### src/rtl/mtimer_pkg.sv
package mtimer_pkg;

  typedef enum logic [2:0] {
    ADDR_CTRL = 3'd0,
    ADDR_CMP  = 3'd1,
    ADDR_STAT = 3'd2,
    ADDR_CAPR = 3'd3,
    ADDR_CAPF = 3'd4,
    ADDR_CNT  = 3'd5
  } regAddr_e;

  localparam int EN_BIT   = 0;
  localparam int OS_BIT   = 1;
  localparam int PSEL_LSB = 2;
  localparam int STAT_W   = 3;

  // strobes from control to datapath
  typedef struct packed {
    logic tick;
    logic cmpWr;
  } dpStrobe_t;

  // events from datapath to control, packed in status bit order
  typedef struct packed {
    logic rise;
    logic fall;
    logic match;
  } dpEvent_t;

endpackage

### src/rtl/mtimer_ctrl.sv
module mtimer_ctrl
  import mtimer_pkg::*;
#(
  parameter int PRE_SEL_W = 4,
  localparam int CTRL_W   = PSEL_LSB + PRE_SEL_W + STAT_W,
  localparam int DIV_W    = (1 << PRE_SEL_W) - 1
) (
  input  logic              clk,
  input  logic              rstN,
  input  logic              wrEn,
  input  logic [2:0]        addr,
  input  logic [CTRL_W-1:0] wrData,
  input  dpEvent_t          evt,
  output dpStrobe_t         stb,
  output logic [CTRL_W-1:0] ctrlQ,
  output logic [STAT_W-1:0] statQ,
  output logic              irq
);

  localparam int MASK_LSB = PSEL_LSB + PRE_SEL_W;

  logic              ctrlWr;
  logic              statWr;
  logic [STAT_W-1:0] ackMask;
  logic [DIV_W-1:0]  divQ;
  logic [DIV_W-1:0]  divMask;
  logic [PRE_SEL_W-1:0] preSel;
  logic              enable;

  always_comb begin
    ctrlWr    = wrEn && (addr == ADDR_CTRL);
    statWr    = wrEn && (addr == ADDR_STAT);
    ackMask   = statWr ? wrData[STAT_W-1:0] : '0;
    enable    = ctrlQ[EN_BIT];
    preSel    = ctrlQ[PSEL_LSB +: PRE_SEL_W];
    divMask   = ~({DIV_W{1'b1}} << preSel);
    stb.tick  = enable && ((divQ & divMask) == divMask);
    stb.cmpWr = wrEn && (addr == ADDR_CMP);
    irq       = |(statQ & ctrlQ[MASK_LSB +: STAT_W]);
  end

  // prescaler: free-running divider, held at zero while disabled
  always_ff @(posedge clk or negedge rstN) begin
    if (!rstN)       divQ <= '0;
    else if (!enable) divQ <= '0;
    else             divQ <= divQ + 1'b1;
  end

  // control register; single-shot match disarms enable
  always_ff @(posedge clk or negedge rstN) begin
    if (!rstN)                          ctrlQ <= '0;
    else if (ctrlWr)                    ctrlQ <= wrData;
    else if (evt.match && ctrlQ[OS_BIT]) ctrlQ[EN_BIT] <= 1'b0;
  end

  // sticky flags: acknowledge clears, a coincident event wins
  always_ff @(posedge clk or negedge rstN) begin
    if (!rstN) statQ <= '0;
    else       statQ <= (statQ & ~ackMask) | evt;
  end

endmodule

### src/rtl/mtimer_dp.sv
module mtimer_dp
  import mtimer_pkg::*;
#(
  parameter int CNT_W = 16
) (
  input  logic             clk,
  input  logic             rstN,
  input  dpStrobe_t        stb,
  input  logic [CNT_W-1:0] wrData,
  input  logic             capIn,
  output dpEvent_t         evt,
  output logic [CNT_W-1:0] cntQ,
  output logic [CNT_W-1:0] cmpQ,
  output logic [CNT_W-1:0] capRiseQ,
  output logic [CNT_W-1:0] capFallQ
);

  localparam int SYNC_N = 3;

  logic [SYNC_N-1:0] capSync;

  always_comb begin
    evt.match = stb.tick && (cntQ == cmpQ);
    evt.rise  = capSync[1] && !capSync[2];
    evt.fall  = !capSync[1] && capSync[2];
  end

  always_ff @(posedge clk or negedge rstN) begin
    if (!rstN) capSync <= '0;
    else       capSync <= {capSync[SYNC_N-2:0], capIn};
  end

  always_ff @(posedge clk or negedge rstN) begin
    if (!rstN)          cntQ <= '0;
    else if (evt.match) cntQ <= '0;
    else if (stb.tick)  cntQ <= cntQ + 1'b1;
  end

  always_ff @(posedge clk or negedge rstN) begin
    if (!rstN)          cmpQ <= '1;
    else if (stb.cmpWr) cmpQ <= wrData;
  end

  always_ff @(posedge clk or negedge rstN) begin
    if (!rstN) begin
      capRiseQ <= '0;
      capFallQ <= '0;
    end else begin
      if (evt.rise) capRiseQ <= cntQ;
      if (evt.fall) capFallQ <= cntQ;
    end
  end

endmodule

### src/rtl/mtimer.sv
module mtimer
  import mtimer_pkg::*;
#(
  parameter int CNT_W     = 16,
  parameter int BUS_W     = 16,
  parameter int PRE_SEL_W = 4,
  localparam int CTRL_W   = PSEL_LSB + PRE_SEL_W + STAT_W
) (
  input  logic             clk,
  input  logic             rstN,
  input  logic             wrEn,
  input  logic [2:0]       addr,
  input  logic [BUS_W-1:0] wrData,
  output logic [BUS_W-1:0] rdData,
  input  logic             capIn,
  output logic             irq
);

  dpStrobe_t         stbS;
  dpEvent_t          evtS;
  logic [CTRL_W-1:0] ctrlQ;
  logic [STAT_W-1:0] statQ;
  logic [CNT_W-1:0]  cntQ, cmpQ, capRiseQ, capFallQ;

  mtimer_ctrl #(.PRE_SEL_W(PRE_SEL_W)) uCtrl (
    .clk(clk), .rstN(rstN), .wrEn(wrEn), .addr(addr),
    .wrData(wrData[CTRL_W-1:0]), .evt(evtS), .stb(stbS),
    .ctrlQ(ctrlQ), .statQ(statQ), .irq(irq)
  );

  mtimer_dp #(.CNT_W(CNT_W)) uDp (
    .clk(clk), .rstN(rstN), .stb(stbS), .wrData(wrData[CNT_W-1:0]),
    .capIn(capIn), .evt(evtS), .cntQ(cntQ), .cmpQ(cmpQ),
    .capRiseQ(capRiseQ), .capFallQ(capFallQ)
  );

  always_comb begin
    case (addr)
      ADDR_CTRL: rdData = BUS_W'(ctrlQ);
      ADDR_CMP:  rdData = BUS_W'(cmpQ);
      ADDR_STAT: rdData = BUS_W'(statQ);
      ADDR_CAPR: rdData = BUS_W'(capRiseQ);
      ADDR_CAPF: rdData = BUS_W'(capFallQ);
      ADDR_CNT:  rdData = BUS_W'(cntQ);
      default:   rdData = '0;
    endcase
  end

endmodule

### config.mk
export PLATFORM = sky130hd
export DESIGN_NAME = mtimer
export DESIGN_NICKNAME = d
export VERILOG_FILES = /design/src/rtl/mtimer_pkg.sv /design/src/rtl/mtimer_ctrl.sv /design/src/rtl/mtimer_dp.sv /design/src/rtl/mtimer.sv
export SDC_FILE = /design/constraint.sdc
export NUM_CORES = 1
export LEC_CHECK = 0
export BUFFER_PORTS_ARGS = -buffer_cell sky130_fd_sc_hd__buf_2
export CAP_MARGIN = 20
export CORE_ASPECT_RATIO = 0.9
export CORE_UTILIZATION = 50
export CTS_CLUSTER_DIAMETER = 200
export DETAILED_ROUTE_END_ITERATION = 8
export PLACE_DENSITY_LB_ADDON = 0.2
export SETUP_SLACK_MARGIN = 0.15
export SYNTH_ARGS = -nofsm -noshare
export SYNTH_HDL_FRONTEND = slang
export SYNTH_SLANG_ARGS = --single-unit
export TNS_END_PERCENT = 100
### constraint.sdc
create_clock -name clk -period 5.18 [get_ports clk]
set_clock_uncertainty 0.15 [all_clocks]
set_input_delay 0.259 -clock clk [delete_from_list [all_inputs] [get_ports clk]]
set_output_delay 0.259 -clock clk [all_outputs]
set_load 0.01 [all_outputs]
Yosys cells after proc, flatten, opt, wreduce, memory -nomap -nowiden --
Index checks and enable logic that the tools add are counted.
Operators by class: shift-type cells 1, $add $sub $neg 2, equality and inequality tests 7, reductions and logical operators 14, bitwise logic cells 6, multiplexer cells 7
Operators with widths (count):
- 16-bit one-hot mux with 6 select lines | 1
- 16-bit 2-to-1 mux | 2
- 16-bit by 1-bit adder with 16-bit output (second input constant) | 1
- 16-bit equality test | 1
- 15-bit by 1-bit adder with 15-bit output (second input constant) | 1
- 15-bit bitwise AND | 1
- 15-bit equality test | 1
- 15-bit 2-to-1 mux | 1
- 15-bit NOT | 1
- 15-bit by 4-bit left shift with 15-bit output (first input constant) | 1
- 1-bit logical AND | 8
- 3-bit bitwise AND | 2
- 3-bit by 2-bit equality test with 1-bit output (second input constant) | 2
- 3-bit equality test (second input constant) | 2
- 2-bit nonzero test | 2
- 3-bit by 1-bit equality test with 1-bit output (second input constant) | 1
- 3-bit logical NOT | 1
- 3-bit 2-to-1 mux | 1
- 3-bit NOT | 1
- 3-bit OR | 1
- 3-bit OR reduction | 1
- 1-bit logical NOT | 2
- 1-bit 2-to-1 mux | 2
Storage, ports and cells: bits in registers 94, bits of input ports 23

Depth between registers and ports, before layout --
depth after elaboration 9, mapped depth 9, depth with buffers taken out 7

Modules after synthesis --
A second synthesis with hierarchy kept.
Unflattened totals: cells, all modules 438, area total of the unflattened synthesis 5023.6 sq um
By module, submodules not included:
- mtimer_dp | times used 1, area an instance 2909.0 sq um, sequential area each 1696.6 sq um, cells each 217
- mtimer_ctrl | times used 1, area an instance 1453.9 sq um, sequential area each 675.6 sq um, cells each 140
- mtimer | times used 1, area an instance 660.6 sq um, sequential area each 0.0 sq um, cells each 81

Least setup slack after synthesis --
No wires, ideal clock.
path kind reg-to-reg, start point register uCtrl.ctrlQ[2], end point register uDp.cntQ[7], arrival 1866 ps, path slack 3068 ps, stages on the path, launching flop included 9, cells stage by stage dfrtp_1 inv_1 a21oi_1 o31ai_1 o211ai_1 or3_1 buf_2 buf_6 o31ai_1
On the way: cells in the longest elaborated chain, start to end 7
Ends and longest elaborated chain:
- start: declaration | RTL line mtimer_ctrl.sv:15 | output logic [CTRL_W-1:0] ctrlQ,
- start signal: assignment | RTL line mtimer_ctrl.sv:52 | else if (ctrlWr) ctrlQ <= wrData;
- 15-bit by 4-bit left shift with 15-bit output (*) | RTL line mtimer_ctrl.sv:36 | divMask = ~({DIV_W{1'b1}} << preSel);
- 15-bit NOT (*) | RTL line mtimer_ctrl.sv:36
- 15-bit bitwise AND | RTL line mtimer_ctrl.sv:37 | stb.tick = enable && ((divQ & divMask) == divMask);
- 15-bit equality test (*) | RTL line mtimer_ctrl.sv:37
- 1-bit logical AND (*) | RTL line mtimer_ctrl.sv:37
- 1-bit logical AND | RTL line mtimer_dp.sv:23 | evt.match = stb.tick && (cntQ == cmpQ);
- 16-bit 2-to-1 mux or 2-bit nonzero test (tied branches)
- end signal: assignment | RTL line mtimer_dp.sv:36 | else if (stb.tick) cntQ <= cntQ + 1'b1;
- end: declaration | RTL line mtimer_dp.sv:12 | output logic [CNT_W-1:0] cntQ,
Every way passes the cells marked *; elsewhere a longest branch is shown, timed or not. A chain may end at the register's enable or synchronous reset.

Worst setup path after layout --
start point register uDp.cntQ[3], end point register uDp.cntQ[13]
On the way: cells in the longest elaborated chain, start to end 3
Ends and longest elaborated chain (RTL line):
- 16-bit by 1-bit adder with 16-bit output or 16-bit equality test (tied branches) | mtimer_dp.sv:36, mtimer_dp.sv:23
- 16-bit 2-to-1 mux or 1-bit logical AND (tied branches) | mtimer_dp.sv:36, mtimer_dp.sv:23
- 16-bit 2-to-1 mux or 2-bit nonzero test (tied branches)
Parallel ways exist; a longest one is shown, timed or not. The select of a mux whose other input is x is not followed.

==> impl_metrics.ini <==
[run_status]
status = complete, no violations

[sta]
maxClockFrequency_mhz = 337
min_period_ns = 2.96
hold_violations = 0
max_slew_margin = 0.255
setup_viol = 0
slew_violations = 0
tns_ns = 0
rsz0062_at_grt = no
worst_pin_slew_ns = 1.11
finalWorstSetupSlack_ns = 2.22
hold_slack_ns = 0.0322
period_share = 0.572

[layout]
area_growth_pct = 12.1
final_cell_area_mm2 = 0.00556
num_antenna_cells = 0
nNetsFinal = 516
stdcell_count = 622
drive_gt1_frac = 0.290
fin_util = 0.576

[floorplanning]
num_rows = 34
core-area_mm2 = 0.00966
initial_core_util = 0.514
die_h_um = 96.5
die_area_mm2 = 0.0103
io_pins = 40
die_w_um = 107

[detailed_routing]
drtAntennaViolNets = 0
drtIter0Drc = 175
drt_pass1_iterations = 5
vias = 3594
drc = 0
avgViaCountPerCell = 5.78
routed_wl_um = 11500
wl_per_cell_um = 18.6

[global_route]
antenna_found_initial = 0
grt_overflow = 0
track_usage = 0.239
grt_pass1_vias = 3551
grt_pass1_wl_um = 18500
grt_max_degree = 50

[clock_tree]
insertion_delay_ns = 0.37
numCtsBuffers = 9
cts_resized = 0
clock_sinks = 94
cts_tree = built
root_buffer = clkbuf_8
ctsLongestPathBuffers = 2
h-tree-depth = 3
clk_pin_slew_ns = 0.09

[synth]
syn_nets = 484
yosys.cell_types.count = 46
synth.most_common_cell = dfrtp_1
syn_inst = 459
synth_largest_area_cell = dfrtp_1
synth_top_area_share = 0.393
synth_enable_flop_cells = 0
netlist_area_mm2 = 0.00496
synth_common_cells = 78 x dfrtp_1, 62 x mux2_2, 38 x nand2_1
syn_avg_cell_area_um2 = 10.8
ys.flop_type = dfrtp_1
netlist_top_cells_area = dfrtp_1 39%, mux2_2 14%, dfstp_2 8.5%, xnor2_1 4.6%, o31ai_1 3.8%
ys_warn_count = 0
synthArstFlopShare = 1.00
synth_seq_cells = 94
synth_seq_area_share = 0.478

[placement]
dpl.hpwl_um = 7620
dp_slack_ns = 2.33
dp.cells = 590
globalplace.congestion = 0.824
io_buffers = 39
dpl_cell_area_mm2 = 0.00518

[critical_path]
r2r_setup_slack_ns = 2.22
worstPathArrival_ns = 3.05
end_kind = flop
worst_r2r_endpoint = uDp.cntQ[13]
crit_slowest_cell = nor4_4
worst-path-max-fanout = 18
worst_path_largest_cell_delay_ns = 0.72
worstPathCellList = xnor2_1 > nand4_1 > nor4_4 > or3_1 > o21ai_0
startpoint = uDp.cntQ[3]
r2r_start = uDp.cntQ[3]
cp_top_family = simple AND/OR/NAND/NOR gates
worstSetupEndpoint = uDp.cntQ[13]
cp-start-kind = flop
path_class = flop to flop
crit_cells = 5
required_ns = 5.26
worst_r2r_path_depth = 5
cp_num_buf_inv = 0

[power_and_ir_drop]
swShare = 0.282
clock_power_share = 0.315
combPwrFrac = 0.166
power_frac_seq = 0.519
p_sw_mw = 0.496
p_per_area_mw_per_mm2 = 316
ir_drop_uv = 275
p_int_mw = 1.26
leakage_nw = 2.40
finalPower_mw = 1.76

[job]
drv_cap = 0

[worst_hold_path]
min_path_type = input port to flop
cells in the final DEF, fill, tap and decap left out, types with 17 or more instances in the layout:
cell type  synthesis  routed
xnor2_1           26      26
o31ai_1           25      25
mux2_2            62      62
nand3_1           18      18
buf_2              6      38
o21ai_0           26      26
nor2_1            17      17
dfrtp_1           78      78
nand2_1           38      38
worst register-to-register path: cells and delay by family (launching register included):
family,cells,cell delay [ns]
compound gates,1,0.18
xor+xnor,1,0.42
flops,1,0.52
simple gates,3,1.56
registers in the layout, indices dropped and copies added (netlist names):
register      cells
uCtrl.ctrlQ       9
uCtrl.divQ       15
uCtrl.statQ       3
uDp.capFallQ     16
uDp.capRiseQ     16
uDp.capSync       3
uDp.cmpQ         16
uDp.cntQ         16
layer usage:
metal / global-route usage / wire [µm] / vias to the layer above
met2: 0.406 / 5660 / 75
met1: 0.301 / 5260 / 1806
met5: 0 / 0 / -
met3: 0.0570 / 406 / 15
met4: 0.0811 / 216 / 0
li1: - / - / 1698
power by group through the flow:
stage	clock network (mW)	registers [mW]	logic, mW
2_1_floorplan	0	0.887	0.212
3_3_place_gp	0	0.920	0.279
3_5_place_dp	0	0.925	0.282
4_1_cts	0.569	0.911	0.293
5_1_grt	0.599	0.924	0.323
6_report	0.555	0.912	0.292
kinds of logic (layout without fill, tap and decap cells):
| group | after synthesis | count (layout) | synth area share |
|---|---|---|---|
| compound gates | 84 | 84 | 0.115 |
| xor+xnor | 29 | 29 | 0.0512 |
| fa+ha+maj | 2 | 2 | 0.00504 |
| buf+inv | 45 | 82 | 0.0388 |
| flops | 94 | 94 | 0.478 |
| mux | 77 | 77 | 0.178 |
| simple gates | 128 | 128 | 0.134 |
worst min path at each step:
stage	start	endpoint	depth (start not counted)
floorplan	rstN	uCtrl.ctrlQ[0]	0
global placement	rstN	uDp.capFallQ[2]	1
detailed placement	rstN	uCtrl.statQ[1]	1
CTS	wrData[0]	uDp.cmpQ[0]	2
global route	wrData[2]	uDp.cmpQ[2]	2
finish	wrData[2]	uDp.cmpQ[2]	2
area by class of cell:
class	count	area, µm²
Fill cell	831	4090
Multi-Input combinational cell	320	2400
Sequential cell	94	2370
Timing Repair Buffer	58	380
Tap cell	126	158
Clock buffer	12	155
Clock inverter	4	70.1
Inverter	8	30.0
timing repair:
item                      in CTS  in global routing
hold buffers                  16                  0
setup buffers                  0                  0
hold endpoints to repair      60                  0
Power figures use the tool's default switching activity.
